File: config.mk
export PLATFORM = sky130hd
export DESIGN_NAME = sport_csr_bank
export DESIGN_NICKNAME = d
export VERILOG_FILES = /design/src/rtl/sport_csr_pkg.sv /design/src/rtl/sport_csr_decode.sv /design/src/rtl/sport_csr_regs.sv /design/src/rtl/sport_csr_flags.sv /design/src/rtl/sport_csr_bank.sv
export SDC_FILE = /design/constraint.sdc
export NUM_CORES = 1
export LEC_CHECK = 0
export ABC_AREA = 1
export CORE_MARGIN = 2
export CORE_UTILIZATION = 55
export CTS_BUF_LIST = sky130_fd_sc_hd__clkbuf_4 sky130_fd_sc_hd__clkbuf_8
export DETAILED_ROUTE_END_ITERATION = 16
export DONT_BUFFER_PORTS = 1
export GPL_TIMING_DRIVEN = 0
export HOLD_SLACK_MARGIN = 0.03
export MAX_ROUTING_LAYER = met4
export PLACE_DENSITY = 0.77
export SKIP_CTS_REPAIR_TIMING = 1
export SLEW_MARGIN = 20
export SYNTH_ARGS = -nofsm -noshare
export SYNTH_HDL_FRONTEND = slang
export SYNTH_SLANG_ARGS = --single-unit
File: constraint.sdc
create_clock -name clk -period 1.05 [get_ports clk]
set_input_delay 0.0525 -clock clk [delete_from_list [all_inputs] [get_ports clk]]
set_output_delay 0.0525 -clock clk [all_outputs]
set_load 0.02 [all_outputs]
File: src/rtl/sport_csr_pkg.sv
package sport_csr_pkg;

  // register slot indices (offset / 4)
  localparam int NREG     = 10;
  localparam int S_MODE   = 0;
  localparam int S_BAUD   = 1;
  localparam int S_CTRL   = 2;
  localparam int S_TXD    = 3;
  localparam int S_STAT   = 4;
  localparam int S_RXD    = 5;
  localparam int S_FCTL   = 6;
  localparam int S_RCNT   = 7;
  localparam int S_PIN    = 8;
  localparam int S_LINE   = 9;

  // which slots accept reads / writes
  localparam logic [NREG-1:0] RD_OK = 10'b11_1111_0111;
  localparam logic [NREG-1:0] WR_OK = 10'b11_0101_1111;

  localparam logic [7:0] MODE_MASK = 8'h7B;
  localparam logic [7:0] CTRL_MASK = 8'hFA;
  localparam logic [7:0] PIN_MASK  = 8'hF3;

  localparam logic [7:0] BAUD_RST  = 8'hFF;
  localparam logic [7:0] CTRL_RST  = 8'h20;

  // control bits
  localparam int C_TXIE = 7;
  localparam int C_RXIE = 6;
  localparam int C_TXEN = 5;
  localparam int C_RXEN = 4;

  // status bits
  localparam int F_TEND = 6;
  localparam int F_TDE  = 5;
  localparam int F_BRK  = 4;
  localparam int F_RDF  = 1;
  localparam int F_DR   = 0;

  function automatic logic [4:0] trig_level(input logic [1:0] sel);
    case (sel)
      2'd0:    trig_level = 5'd1;
      2'd1:    trig_level = 5'd4;
      2'd2:    trig_level = 5'd8;
      default: trig_level = 5'd14;
    endcase
  endfunction

endpackage

File: src/rtl/sport_csr_decode.sv
module sport_csr_decode
  import sport_csr_pkg::*;
#(
  parameter int AW = 6
) (
  input  logic [AW-1:0]   addr,
  output logic [NREG-1:0] hit,
  output logic            rd_bad,
  output logic            wr_bad
);
  localparam int IW = AW - 2;

  logic aligned;
  assign aligned = (addr[1:0] == 2'b00);

  for (genvar i = 0; i < NREG; i++) begin : g_slot
    assign hit[i] = aligned && (addr[AW-1:2] == IW'(i));
  end

  assign rd_bad = ~|(hit & RD_OK);
  assign wr_bad = ~|(hit & WR_OK);

endmodule

File: src/rtl/sport_csr_regs.sv
module sport_csr_regs
  import sport_csr_pkg::*;
#(
  parameter int DW = 8
) (
  input  logic          clk,
  input  logic          rst_n,
  input  logic          wr,
  input  logic          hit_mode,
  input  logic          hit_baud,
  input  logic          hit_ctrl,
  input  logic          hit_txd,
  input  logic          hit_fctl,
  input  logic          hit_pin,
  input  logic [DW-1:0] wdata,
  output logic [DW-1:0] mode_q,
  output logic [DW-1:0] baud_q,
  output logic [DW-1:0] ctrl_q,
  output logic [DW-1:0] fctl_q,
  output logic [DW-1:0] pin_q,
  output logic          tx_valid,
  output logic [DW-1:0] tx_data,
  output logic          fifo_clr,
  output logic [4:0]    fifo_trig
);

  always_ff @(posedge clk) begin
    if (!rst_n) begin
      mode_q <= '0;
      baud_q <= DW'(BAUD_RST);
      ctrl_q <= DW'(CTRL_RST);
      fctl_q <= '0;
      pin_q  <= '0;
    end else if (wr) begin
      if (hit_mode) mode_q <= wdata & DW'(MODE_MASK);
      if (hit_baud) baud_q <= wdata;
      if (hit_ctrl) ctrl_q <= wdata & DW'(CTRL_MASK);
      if (hit_fctl) fctl_q <= wdata;
      if (hit_pin)  pin_q  <= wdata & DW'(PIN_MASK);
    end
  end

  assign tx_valid  = wr && hit_txd;
  assign tx_data   = wdata;
  assign fifo_clr  = wr && hit_fctl && wdata[1];
  assign fifo_trig = trig_level(fctl_q[7:6]);


  ctrl_irq_follow_chk: assert property (@(posedge clk) disable iff (!rst_n)
    (wr && hit_ctrl) |=> (ctrl_q[C_TXIE] == $past(wdata[C_TXIE])));


  mode_mask_chk: assert property (@(posedge clk) disable iff (!rst_n)
    (wr && hit_mode) |=> (mode_q == ($past(wdata) & DW'(MODE_MASK))));

endmodule

File: src/rtl/sport_csr_flags.sv
module sport_csr_flags
  import sport_csr_pkg::*;
(
  input  logic       clk,
  input  logic       rst_n,
  input  logic       wr_stat,
  input  logic       rd_stat,
  input  logic       wr_ctrl,
  input  logic       wr_txd,
  input  logic [4:0] keep,        // {tend, tde, brk, rdf, dr} write bits
  input  logic       ctrl_rxie_new,
  input  logic       ctrl_txen_new,
  input  logic       ctrl_txen,
  input  logic       ctrl_rxie,
  input  logic       brk_in,
  input  logic       full_set,
  input  logic       full_clr,
  input  logic       dr_set,
  output logic [7:0] status,
  output logic       rx_irq
);
  logic tend, tde, brk, rdf, dr;
  logic clr_tend, clr_tde, clr_brk, clr_rdf, clr_dr, reassert;

  assign clr_tend = wr_stat && !keep[4];
  assign clr_tde  = wr_stat && !keep[3];
  assign clr_brk  = wr_stat && !keep[2];
  assign clr_rdf  = wr_stat && !keep[1];
  assign clr_dr   = wr_stat && !keep[0];
  assign reassert = rd_stat && ctrl_txen;

  always_ff @(posedge clk) begin
    if (!rst_n) begin
      tend   <= 1'b1;
      tde    <= 1'b1;
      brk    <= 1'b0;
      rdf    <= 1'b0;
      dr     <= 1'b0;
      rx_irq <= 1'b0;
    end else begin
      tend <= (tend && !clr_tend) || (wr_ctrl && !ctrl_txen_new) || reassert;
      tde  <= (tde && !clr_tde && !wr_txd) || reassert;
      brk  <= (brk && !clr_brk) || brk_in;
      rdf  <= (rdf && !clr_rdf && !full_clr) || full_set;
      dr   <= (dr && !clr_dr) || dr_set;
      rx_irq <= (rx_irq && !(wr_ctrl && !ctrl_rxie_new) && !clr_rdf && !clr_dr)
                || (full_set && ctrl_rxie);
    end
  end

  always_comb begin
    status         = '0;
    status[F_TEND] = tend;
    status[F_TDE]  = tde;
    status[F_BRK]  = brk;
    status[F_RDF]  = rdf;
    status[F_DR]   = dr;
  end


  stat_read_reassert_chk: assert property (@(posedge clk) disable iff (!rst_n)
    (rd_stat && ctrl_txen) |=> (tde && tend));


  txd_clears_empty_chk: assert property (@(posedge clk) disable iff (!rst_n)
    wr_txd |=> !tde);


  rx_irq_source_chk: assert property (@(posedge clk) disable iff (!rst_n)
    $rose(rx_irq) |-> $past(full_set && ctrl_rxie));


  break_sets_chk: assert property (@(posedge clk) disable iff (!rst_n)
    brk_in |=> brk);

endmodule

File: src/rtl/sport_csr_bank.sv
module sport_csr_bank
  import sport_csr_pkg::*;
#(
  parameter int AW  = 6,
  parameter int DW  = 8,
  parameter int CW  = 5
) (
  input  logic          clk,
  input  logic          rst_n,
  input  logic          req_wr,
  input  logic          req_rd,
  input  logic [AW-1:0] req_addr,
  input  logic [DW-1:0] req_wdata,
  output logic [DW-1:0] rsp_rdata,
  output logic          bus_err,
  output logic          tx_valid,
  output logic [DW-1:0] tx_data,
  output logic          rx_ready,
  input  logic          rx_break,
  output logic          fifo_pop,
  output logic          fifo_clr,
  output logic [4:0]    fifo_trig,
  input  logic [CW-1:0] fifo_count,
  input  logic [DW-1:0] fifo_data,
  input  logic          fifo_full_set,
  input  logic          fifo_full_clr,
  input  logic          fifo_dr_set,
  output logic          tx_irq,
  output logic          rx_irq
);
  logic [NREG-1:0] hit;
  logic            rd_bad, wr_bad;
  logic [DW-1:0]   mode_q, baud_q, ctrl_q, fctl_q, pin_q;
  logic [7:0]      status;
  logic            fifo_nonempty;

  sport_csr_decode #(.AW(AW)) u_decode (
    .addr   (req_addr),
    .hit    (hit),
    .rd_bad (rd_bad),
    .wr_bad (wr_bad)
  );

  sport_csr_regs #(.DW(DW)) u_regs (
    .clk       (clk),
    .rst_n     (rst_n),
    .wr        (req_wr),
    .hit_mode  (hit[S_MODE]),
    .hit_baud  (hit[S_BAUD]),
    .hit_ctrl  (hit[S_CTRL]),
    .hit_txd   (hit[S_TXD]),
    .hit_fctl  (hit[S_FCTL]),
    .hit_pin   (hit[S_PIN]),
    .wdata     (req_wdata),
    .mode_q    (mode_q),
    .baud_q    (baud_q),
    .ctrl_q    (ctrl_q),
    .fctl_q    (fctl_q),
    .pin_q     (pin_q),
    .tx_valid  (tx_valid),
    .tx_data   (tx_data),
    .fifo_clr  (fifo_clr),
    .fifo_trig (fifo_trig)
  );

  sport_csr_flags u_flags (
    .clk           (clk),
    .rst_n         (rst_n),
    .wr_stat       (req_wr && hit[S_STAT]),
    .rd_stat       (req_rd && hit[S_STAT]),
    .wr_ctrl       (req_wr && hit[S_CTRL]),
    .wr_txd        (req_wr && hit[S_TXD]),
    .keep          ({req_wdata[F_TEND], req_wdata[F_TDE], req_wdata[F_BRK],
                     req_wdata[F_RDF], req_wdata[F_DR]}),
    .ctrl_rxie_new (req_wdata[C_RXIE]),
    .ctrl_txen_new (req_wdata[C_TXEN]),
    .ctrl_txen     (ctrl_q[C_TXEN]),
    .ctrl_rxie     (ctrl_q[C_RXIE]),
    .brk_in        (rx_break),
    .full_set      (fifo_full_set),
    .full_clr      (fifo_full_clr),
    .dr_set        (fifo_dr_set),
    .status        (status),
    .rx_irq        (rx_irq)
  );

  assign tx_irq   = ctrl_q[C_TXIE];
  assign rx_ready = ctrl_q[C_RXEN];

  assign fifo_nonempty = (fifo_count != '0);
  assign fifo_pop      = req_rd && hit[S_RXD] && fifo_nonempty;
  assign bus_err       = (req_rd && rd_bad) || (req_wr && wr_bad);

  always_comb begin
    rsp_rdata = '0;
    if (req_rd) begin
      if (hit[S_MODE]) rsp_rdata = mode_q;
      if (hit[S_BAUD]) rsp_rdata = baud_q;
      if (hit[S_CTRL]) rsp_rdata = ctrl_q;
      if (hit[S_STAT]) rsp_rdata = DW'(status);
      if (hit[S_RXD] && fifo_nonempty) rsp_rdata = fifo_data;
      if (hit[S_FCTL]) rsp_rdata = fctl_q;
      if (hit[S_RCNT]) rsp_rdata = DW'(fifo_count);
      if (hit[S_PIN])  rsp_rdata = pin_q;
    end
  end


  err_needs_access_chk: assert property (@(posedge clk) disable iff (!rst_n)
    bus_err |-> ((req_rd || req_wr) && (rsp_rdata == '0)));


  pop_returns_head_chk: assert property (@(posedge clk) disable iff (!rst_n)
    fifo_pop |-> (rsp_rdata == fifo_data));


  tx_irq_hold_chk: assert property (@(posedge clk) disable iff (!rst_n)
    !$past(req_wr && hit[S_CTRL]) |-> $stable(tx_irq));

endmodule

==> metrics.txt <==
final worst slack -0.346 ns; H-Tree Depth 2; worst r2r dst u_flags.rx_irq; Hold Path End u_flags.tde; first-pass GRT wire length 9560 um; CP Class flop to output pin; DRC Markers 0; CP endpoint kind output pin; syn_nets 356; HPWL after DPL 4510 um; post-synthesis register bit count 40; CTS root buf clkbuf_8; final setup fails 9; num rows 22; worst-path maximum fanout 2; vias per std cell 5.70; Worst Setup Slack post-DPL -0.306 ns; most common cell after layout, fill and taps aside nand2_1; Hold Crit Depth 2; crit path launch type flop; hold_sp req_wdata[5]; CP max stage cell dfxtp_1; crit-path cells nand2_1 -> o21ai_2 -> nand2_1 -> nand2_1 -> nand2_2 -> nand2_2 -> nand2_2 -> a21oi_4; Worst-Skew Late Latency 0.30 ns; post-synthesis cell count 321; Final Hold Violating Endpoints 1; Seq/Total Area, Yosys 36.6%; critical path arrival 1.34 ns; Multi-input gate area 0.00127 sq mm; Area growth, synth to finish 26.4%; number of synthesized flops with an enable pin 0; top_reg_cell synth dfxtp_1; Worst R2R Setup Slack 0.15 ns; highest-count cells in the layout ignoring fill and taps nand2_1 (51), a21oi_1 (34), o21ai_0 (29); final slew viol count 0; die area 0.00449 sq mm; crit share post-route 133%; final-stage net count 381; DRT iter0 DRCs 171; Initial Util 58.4%; Max Cap Violations 0; Synth Cell Area 0.00219 sq mm; clock transition at the registers of the reported paths 0.09 ns; headroom to the max-slew limit 66.4%; Leakage 1.31 nW; Max VDD drop 798 uV; asr flop ratio synth 0%; maximum clock insertion buffer count 2; maximum number of pins on one net before global-route repair 15; Post-DRT Antenna Nets 0; clk sinks 40; Max Freq 716 MHz; routability cong. 0.894; reg-to-reg startpoint u_flags.rx_irq; TritonCTS clock tree done; core area 0.00374 sq mm; Worst-Margin Slew 0.503 ns; final core occ 73.8%; Num CTS Buffers 5; Ys Warns 0; Global Route Usage Sum 30.2%; synth unique cells 31; total gr overflow 0; 1st-pass router iterations 6; # IOs 63; Critical Path RT 1.00 ns; Tmin final 1.40 ns; Hold WC Path Type input port to flop; share of post-route cells with drive strength above 1 31.7%; cell count of the worst reg-to-reg path 2; # port buffers 0; Max stage delay on crit path 0.35 ns; Die X-Extent 67.0 um; number of global-route vias before repair 1924; total power 3.23 mW; register area 821 sq um; fill count 309; # diodes 0; Min Hold Slack -0.0211 ns; mean post-synth cell area 6.81 sq um; Layout Skew 0.00215 ns; initial antenna violation count 0; Die Ht 67.0 um; power per cell area 1170 mW/mm^2; failing checks hold timing, setup timing; routed len/inst 16.4 um; RSZ-0062 raised after global routing true; drt total wl 6490 um; DR vias 2251; status finished, violations left
## cells in the mapped netlist (3+ instances only)
cell      instances  share of area, %
o21ai_1           3              0.69
o21ai_0          34               7.8
nor2_4            4               2.1
a21oi_2           4               1.6
nor2_1           31               5.3
dfxtp_1          40                37
inv_2             6               1.0
or2_2             3              0.86
nand2_1          65                11
clkbuf_1          5              0.86
buf_2             3              0.69
inv_1            36               6.2
nand3_1           8               1.8
o211ai_1          7               2.4
nor3_1            3              0.69
buf_4            10               3.4
a21oi_1          41               9.4
## stage by stage
stage | cell area, sq um | std cells | TNS [ns]
6_report | 2760 | 395 | -1.82
5_1_grt | 2760 | 395 | -2.66
4_1_cts | 2460 | 377 | -2.53
3_5_place_dp | 2350 | 369 | -7.09
3_3_place_gp | 2350 | 369 | -6.18
2_1_floorplan | 2290 | 321 | -0.112
## final cells by class
| class | instances | share of cell area (%) |
|---|---|---|
| repair buffers | 18 | 5.98 |
| clock buffers | 5 | 2.49 |
| multi-input cells | 218 | 45.9 |
| clock inverters | 3 | 1.72 |
| flip-flops and latches | 40 | 29.7 |
| well taps | 48 | 2.17 |
| plain buffers | 19 | 4.57 |
| inverters | 44 | 7.47 |
## worst max-delay path by stage
stage                      from  cells past startpoint  slack (ns)            to
4_1_cts        u_regs.baud_q[5]                      8       -0.37  rsp_rdata[5]
6_report       u_regs.mode_q[6]                      8       -0.35  rsp_rdata[6]
2_1_floorplan       req_addr[5]                      9       -0.04  rsp_rdata[1]
3_5_place_dp        req_addr[5]                      9       -0.31  rsp_rdata[4]
3_3_place_gp        req_addr[2]                      8       -0.29  rsp_rdata[4]
5_1_grt        u_regs.baud_q[6]                      8       -0.43  rsp_rdata[6]
## sequential cells by signal, summed over array words and instances, names as in the netlist
signal	count
u_flags.tend	1
u_regs.ctrl_q	6
u_flags.rx_irq	1
u_regs.fctl_q	8
u_flags.dr	1
u_flags.tde	1
u_regs.baud_q	8
u_flags.brk	1
u_flags.rdf	1
u_regs.mode_q	6
u_regs.pin_q	6
## kinds of logic after synthesis
logic type      count (synthesis)  synth area share [%]
flops                          40                  36.6
compound gates                 96                  24.5
buf+inv                        63                  13.2
other cells                     1                 0.172
simple gates                  121                  25.5
## where the power goes
group / internal (mW) / switching [mW] / total [mW] / leakage [nW]
Combinational: 0.132 / 0.225 / 0.357 / 0.926
Clock: 0.716 / 0.614 / 1.33 / 0.0583
Sequential: 1.53 / 0.0119 / 1.54 / 0.325
Total: 2.38 / 0.851 / 3.23 / 1.31
## layer usage
layer	GRT usage, %	share of wire [%]	up-vias
li1	-	-	1082
met1	39.0	42	1032
met2	45.5	47	117
met3	6.59	7.2	20
met4	12.5	3.3	0
met5	-	0	-
## worst max-delay path, delay by kind of cell, from the launching register on
kind,cells,cell delay (ns)
AO/OA/AOI/OAI,2,0.28
flip-flops,1,0.35
AND/OR/NAND/NOR,6,0.42
(Power assumes the default switching activity.)
